### config.mk
export PLATFORM = sky130hd
export DESIGN_NAME = key_toggle_debounce
export DESIGN_NICKNAME = d
export VERILOG_FILES = /design/src/rtl/kdt_pkg.sv /design/src/rtl/kdt_key_sync.sv /design/src/rtl/kdt_pend_counter.sv /design/src/rtl/kdt_settle_timer.sv /design/src/rtl/key_toggle_debounce.sv
export SDC_FILE = /design/constraint.sdc
export NUM_CORES = 1
export LEC_CHECK = 0
export ABC_AREA = 1
export BUFFER_PORTS_ARGS = -buffer_cell sky130_fd_sc_hd__buf_2
export CAP_MARGIN = 20
export CORE_ASPECT_RATIO = 1.4
export CORE_MARGIN = 2
export CORE_UTILIZATION = 35
export DETAILED_ROUTE_END_ITERATION = 8
export PLACE_DENSITY = 0.56
export SYNTH_ARGS = -nofsm -noshare
export SYNTH_HDL_FRONTEND = slang
export SYNTH_SLANG_ARGS = --single-unit
### constraint.sdc
create_clock -name clk -period 1.72 [get_ports clk]
set_input_delay 0.344 -clock clk [delete_from_list [all_inputs] [get_ports clk]]
set_output_delay 0.344 -clock clk [all_outputs]
set_load 0.005 [all_outputs]
### src/rtl/kdt_pkg.sv
`timescale 1ns/1ps
package kdt_pkg;
   typedef enum logic [1:0] {
      ST_IDLE   = 2'd0,
      ST_WAIT   = 2'd1,
      ST_SAMPLE = 2'd2
   } kdt_state_e;
endpackage

### src/rtl/kdt_key_sync.sv
`timescale 1ns/1ps
module kdt_key_sync #(
   parameter int STAGES = 2
) (
   input  logic clk,
   input  logic rst_n,
   input  logic key_n,
   output logic key_lvl,
   output logic key_fall
);
   logic [STAGES-1:0] chain_q;
   logic              prev_q;

   for (genvar i = 0; i < STAGES; i++) begin : g_stage
      if (i == 0) begin : g_first
         always_ff @(posedge clk or negedge rst_n) begin
            if (!rst_n) chain_q[0] <= 1'b1;
            else        chain_q[0] <= key_n;
         end
      end else begin : g_next
         always_ff @(posedge clk or negedge rst_n) begin
            if (!rst_n) chain_q[i] <= 1'b1;
            else        chain_q[i] <= chain_q[i-1];
         end
      end
   end

   always_ff @(posedge clk or negedge rst_n) begin
      if (!rst_n) prev_q <= 1'b1;
      else        prev_q <= chain_q[STAGES-1];
   end

   assign key_lvl  = chain_q[STAGES-1];
   assign key_fall = prev_q & ~chain_q[STAGES-1];
endmodule

### src/rtl/kdt_pend_counter.sv
`timescale 1ns/1ps
module kdt_pend_counter #(
   parameter int W = 4
) (
   input  logic         clk,
   input  logic         rst_n,
   input  logic         inc,
   input  logic         dec,
   output logic [W-1:0] cnt,
   output logic         nonzero
);
   localparam logic [W-1:0] MAXV = {W{1'b1}};
   logic [W-1:0] cnt_q;

   always_ff @(posedge clk or negedge rst_n) begin
      if (!rst_n) begin
         cnt_q <= '0;
      end else if (inc && !dec) begin
         if (cnt_q != MAXV) cnt_q <= cnt_q + 1'b1;
      end else if (dec && !inc) begin
         cnt_q <= cnt_q - 1'b1;
      end
   end

   assign cnt     = cnt_q;
   assign nonzero = (cnt_q != '0);
endmodule

### src/rtl/kdt_settle_timer.sv
`timescale 1ns/1ps
module kdt_settle_timer #(
   parameter int CYC = 250000
) (
   input  logic clk,
   input  logic rst_n,
   input  logic run,
   output logic done
);
   localparam int TW = (CYC < 2) ? 1 : $clog2(CYC);
   localparam logic [TW-1:0] LAST = TW'(CYC - 1);
   logic [TW-1:0] tmr_q;

   always_ff @(posedge clk or negedge rst_n) begin
      if (!rst_n)       tmr_q <= '0;
      else if (!run)    tmr_q <= '0;
      else if (!done)   tmr_q <= tmr_q + 1'b1;
   end

   assign done = run && (tmr_q == LAST);
endmodule

### src/rtl/key_toggle_debounce.sv
`timescale 1ns/1ps
module key_toggle_debounce #(
   parameter int CLK_HZ      = 50_000_000,
   parameter int SETTLE_US   = 5000,
   parameter int CNT_W       = 4,
   parameter int SYNC_STAGES = 2
) (
   input  logic clk,
   input  logic rst_n,
   input  logic key_n,
   output logic led_on
);
   import kdt_pkg::*;

   localparam int CYC_PER_US = CLK_HZ / 1_000_000;
   localparam int DELAY_CYC  = CYC_PER_US * SETTLE_US;

   if (CYC_PER_US < 1) begin : g_bad_clk
      $error("CLK_HZ must be at least 1 MHz");
   end
   if (SETTLE_US < 1) begin : g_bad_delay
      $error("SETTLE_US must be at least 1");
   end
   if (CNT_W < 1) begin : g_bad_cnt
      $error("CNT_W must be at least 1");
   end
   if (SYNC_STAGES < 2) begin : g_bad_sync
      $error("SYNC_STAGES must be at least 2");
   end

   logic             key_lvl;
   logic             key_fall;
   logic [CNT_W-1:0] pend_cnt;
   logic             pend_nz;
   logic             take;
   logic             tmr_done;
   kdt_state_e       state_q;
   logic             led_q;

   kdt_key_sync #(.STAGES(SYNC_STAGES)) u_sync (
      .clk      (clk),
      .rst_n    (rst_n),
      .key_n    (key_n),
      .key_lvl  (key_lvl),
      .key_fall (key_fall)
   );

   assign take = (state_q == ST_IDLE) && pend_nz;

   kdt_pend_counter #(.W(CNT_W)) u_pend (
      .clk     (clk),
      .rst_n   (rst_n),
      .inc     (key_fall),
      .dec     (take),
      .cnt     (pend_cnt),
      .nonzero (pend_nz)
   );

   kdt_settle_timer #(.CYC(DELAY_CYC)) u_tmr (
      .clk   (clk),
      .rst_n (rst_n),
      .run   (state_q == ST_WAIT),
      .done  (tmr_done)
   );

   always_ff @(posedge clk or negedge rst_n) begin
      if (!rst_n) begin
         state_q <= ST_IDLE;
         led_q   <= 1'b0;
      end else begin
         unique case (state_q)
            ST_IDLE:   if (take) state_q <= ST_WAIT;
            ST_WAIT:   if (tmr_done) state_q <= ST_SAMPLE;
            ST_SAMPLE: begin
               if (!key_lvl) led_q <= ~led_q;
               state_q <= ST_IDLE;
            end
            default:   state_q <= ST_IDLE;
         endcase
      end
   end

   assign led_on = led_q;
endmodule

==> flow_summary_export.csv <==
group,metric,value,unit
clock_network,clk_latency,0.28,ns
final_layout,fin_util,0.423,
timing,worst_pin_slew,0.631,ns
synth,yosys-top-cells-area,"dfrtp_1 (39%), nand2_1 (11%), nor2_1 (7.3%)",
final_layout,num-nets-final,231,
power,powerDensity,1210,nW/um^2
final_layout,area_growth_syn_to_layout,19.0,%
synth,synth_seq_cells,28,
synth,synthFlopType,"dfrtp_1",
placed_design,gp_congestion,0.881,
placed_design,dpl_cell_area,1750,sq um
power,seqPwrFrac,0.395,
detailed_routing,vias,1355,
detailed_routing,drt-pass1-iter-count,4,
synth,syn_nets,213,
timing,finalSetupViolations,0,
critical_path,cp.required,1.90,ns
final_layout,diodes,0,
timing,timing.fmax,601,MHz
detailed_routing,drt-vias-per-instance,4.75,
critical_path,crit_chain,"inv_2, nor2_4, nand2_4, ha_4, nand2_2, nor2_1, nor2_2, inv_1, nand2_1, nand3_1, nand2_1, nand2_1",
critical_path,crit_buf_inv,2,
timing,hold_viol,0,
detailed_routing,wl_met1,1.36,mm
die,core,4460,sq um
power,ir_drop,0.425,mV
global_route,antenna_found_initial,0,
power,p_sw_frac,0.356,
critical_path,critPathCaptureType,"flop",
run_status,status,"finished clean",
clock_network,cts_tree,"yes",
die,die_w,60.9,microns
synth,synth_area,1590,sq um
global_route,grt_pass1_wl,6.17,mm
clock_network,ctsLongestPathBuffers,2,
timing,layout_min_cycle_time,1.66,ns
placed_design,dpl.hpwl,2.58,mm
die,start_util,0.356,
power,power_frac_clock,0.231,
final_layout,finalInstanceArea,1890,sq um
detailed_routing,drtAntennaViolNets,0,
critical_path,reg2reg_slack,0.06,ns
clock_network,clockRootBuffer,"clkbuf_8",
critical_path,reg2regPathDepth,12,
min_path,hold_path_class,"in -> async",
synth,postSynthCellCount,206,
synth,yosysMostFrequentCell,"nand2_1",
critical_path,cp_common_cell,"nand2_1",
critical_path,crit_arrival,1.85,ns
placed_design,portBuffers,3,
synth,synth_edf_count,0,
synth,synth.top_cell.area_share,0.394,
clock_network,clock-sinks,28,
final_layout,multi_input_area,837,sq um
global_route,grt_max_degree,29,
detailed_routing,drt_iter0_drc,54,
synth,synth_top_area_cell,"dfrtp_1",
timing,final.setup_skew,0.00524,ns
detailed_routing,highest_layer,"met4",
die,die_area,5100,sq um
critical_path,reg2reg_to,"u_pend.cnt[3]",
detailed_routing,wl_met2,1.92,mm
critical_path,r2r-start,"u_sync.prev_q",
die,die_h,83.7,microns
global_route,gr-total-overflow,0,
global_route,grt_pass1_vias,1407,
clock_network,clk_pin_slew,0.10,ns
detailed_routing,drc,0,
power,power_switching,0.813,mW
synth,synthArstFlopShare,1.00,
detailed_routing,routedWlPerCell,12.0,microns
final_layout,fillers,476,
final_layout,drive_above_1_share,0.233,
timing,drv_slew,0,
job,max_cap_violations,0,
clock_network,h-tree-depth,1,
global_route,grtUsageTotal,0.159,
detailed_routing,drt-total-wl,3.41,mm
critical_path,cp_top_family,"simple AND/OR/NAND/NOR gates",
power,p_int,1.47,mW
detailed_routing,dr_wl_met3,45,microns
die,rows,29,
synth,yosysUniqueCellTypes,27,
synth,avgSynthCellArea,7.71,sq um
power,p_comb_frac,0.374,
timing,fin_crit_sh,0.967,
timing,slew_headroom,0.579,
critical_path,critical-path-slowest-cell,"dfstp_2",
timing,rsz0062_at_grt,"yes",
final_layout,register_area,704,sq um
critical_path,critical-path-max-stage-delay,0.54,ns
critical_path,path_class,"reg -> reg",
critical_path,startpoint_type,"flop",
clock_network,numCtsBuffers,3,
synth,yosysSeqAreaShare,0.444,
critical_path,cp_max_fo,3,
power,leakage,0.874,nW
synth,ys_warn_count,0,
synth,synth_common_cells,"nand2_1 (47), nor2_1 (31), dfrtp_1 (25)",
die,io_pins,4,
## power groups by stage
stage / registers (mW) / logic, mW / clock network, mW
finish: 0.902 / 0.854 / 0.527
global placement: 0.907 / 0.753 / 0
floorplan: 0.916 / 0.506 / 0
global route: 0.923 / 0.990 / 0.573
detailed placement: 0.906 / 0.764 / 0
CTS: 0.895 / 0.769 / 0.543
## layer usage
metal,vias up,track usage
li1,694,-
met1,637,0.193
met2,15,0.268
met3,9,0.0217
met4,0,0.0711
met5,-,0
## cells in the final DEF, fill, tap and decap left out, types with 4 or more instances in the layout
cell	netlist	final
nor2_2	4	7
nand3_1	14	14
nand2_2	4	9
buf_4	0	11
a21oi_1	10	10
nor2_1	31	27
nor3_1	4	4
nand2_1	47	41
dfrtp_1	25	25
inv_2	3	4
inv_1	24	23
nand4_1	8	8
o21ai_0	7	7
nor2_4	4	5
## worst register-to-register path, cell delays in order, from the launching register on
cell and delay (ns):
dfstp_2 0.54, inv_2 0.04, nor2_4 0.13, nand2_4 0.09, ha_4 0.26, nand2_2 0.05
nor2_1 0.04, nor2_2 0.11, inv_1 0.05, nand2_1 0.07, nand3_1 0.08, nand2_1 0.07
nand2_1 0.04
## logic make-up after synthesis
| family | count (synthesis) | share of synthesized area |
|---|---|---|
| AND/OR/NAND/NOR | 122 | 0.365 |
| AO/OA/AOI/OAI | 20 | 0.0662 |
| buffers and inverters | 28 | 0.0670 |
| adder cells (fa/ha/maj) | 4 | 0.0363 |
| flip-flops | 28 | 0.444 |
| XOR/XNOR | 4 | 0.0221 |
## layout make-up
type                            instances  share of cell area
Inverter                               27              0.0536
Clock inverter                          1              0.0159
Timing Repair Buffer                   14              0.0517
Multi-Input combinational cell        150               0.443
Tap cell                               62              0.0411
Sequential cell                        28               0.373
Clock buffer                            3              0.0219
## how the worst max path moves through the flow
stage	start	to	slack, ns	cells past startpoint
floorplan	u_pend.cnt[0]	u_pend.cnt[3]	0.01	13
global placement	u_pend.cnt[0]	u_pend.cnt[3]	0.05	13
detailed placement	u_sync.prev_q	u_pend.cnt[3]	0.01	12
CTS	u_sync.prev_q	u_pend.cnt[3]	0.03	12
global route	u_sync.prev_q	u_pend.cnt[3]	-0.10	12
finish	u_sync.prev_q	u_pend.cnt[3]	0.06	12
## what timing repair did
action                                  4_1_cts  5_1_grt
hold buffers                                  0        0
pin swaps                                     0        7
gates resized for setup                       1       12
setup buffers                                 0        3
endpoints found under the setup margin        1        3
hold endpoints to repair                      0        0
## through the flow
stage	power (mW)	setup WS, ns	hold slack, ns	TNS (ns)	cells
floorplan	1.42	0.0127	0.0484	0	206
global placement	1.66	0.0462	0.346	0	278
detailed placement	1.67	0.0137	0.349	0	278
CTS	2.21	0.0322	0.0996	0	282
global route	2.49	-0.101	0.120	-0.111	285
finish	2.28	0.0571	0.0729	0	285
## state kept, by name, indices dropped and copies added (netlist names)
signal,count
u_sync.chain_q,1
u_tmr.tmr_q,18
u_sync.prev_q,1
led_on,1
u_sync.key_lvl,1
u_pend.cnt,4
state_q,2
(Power assumes the default switching activity.)
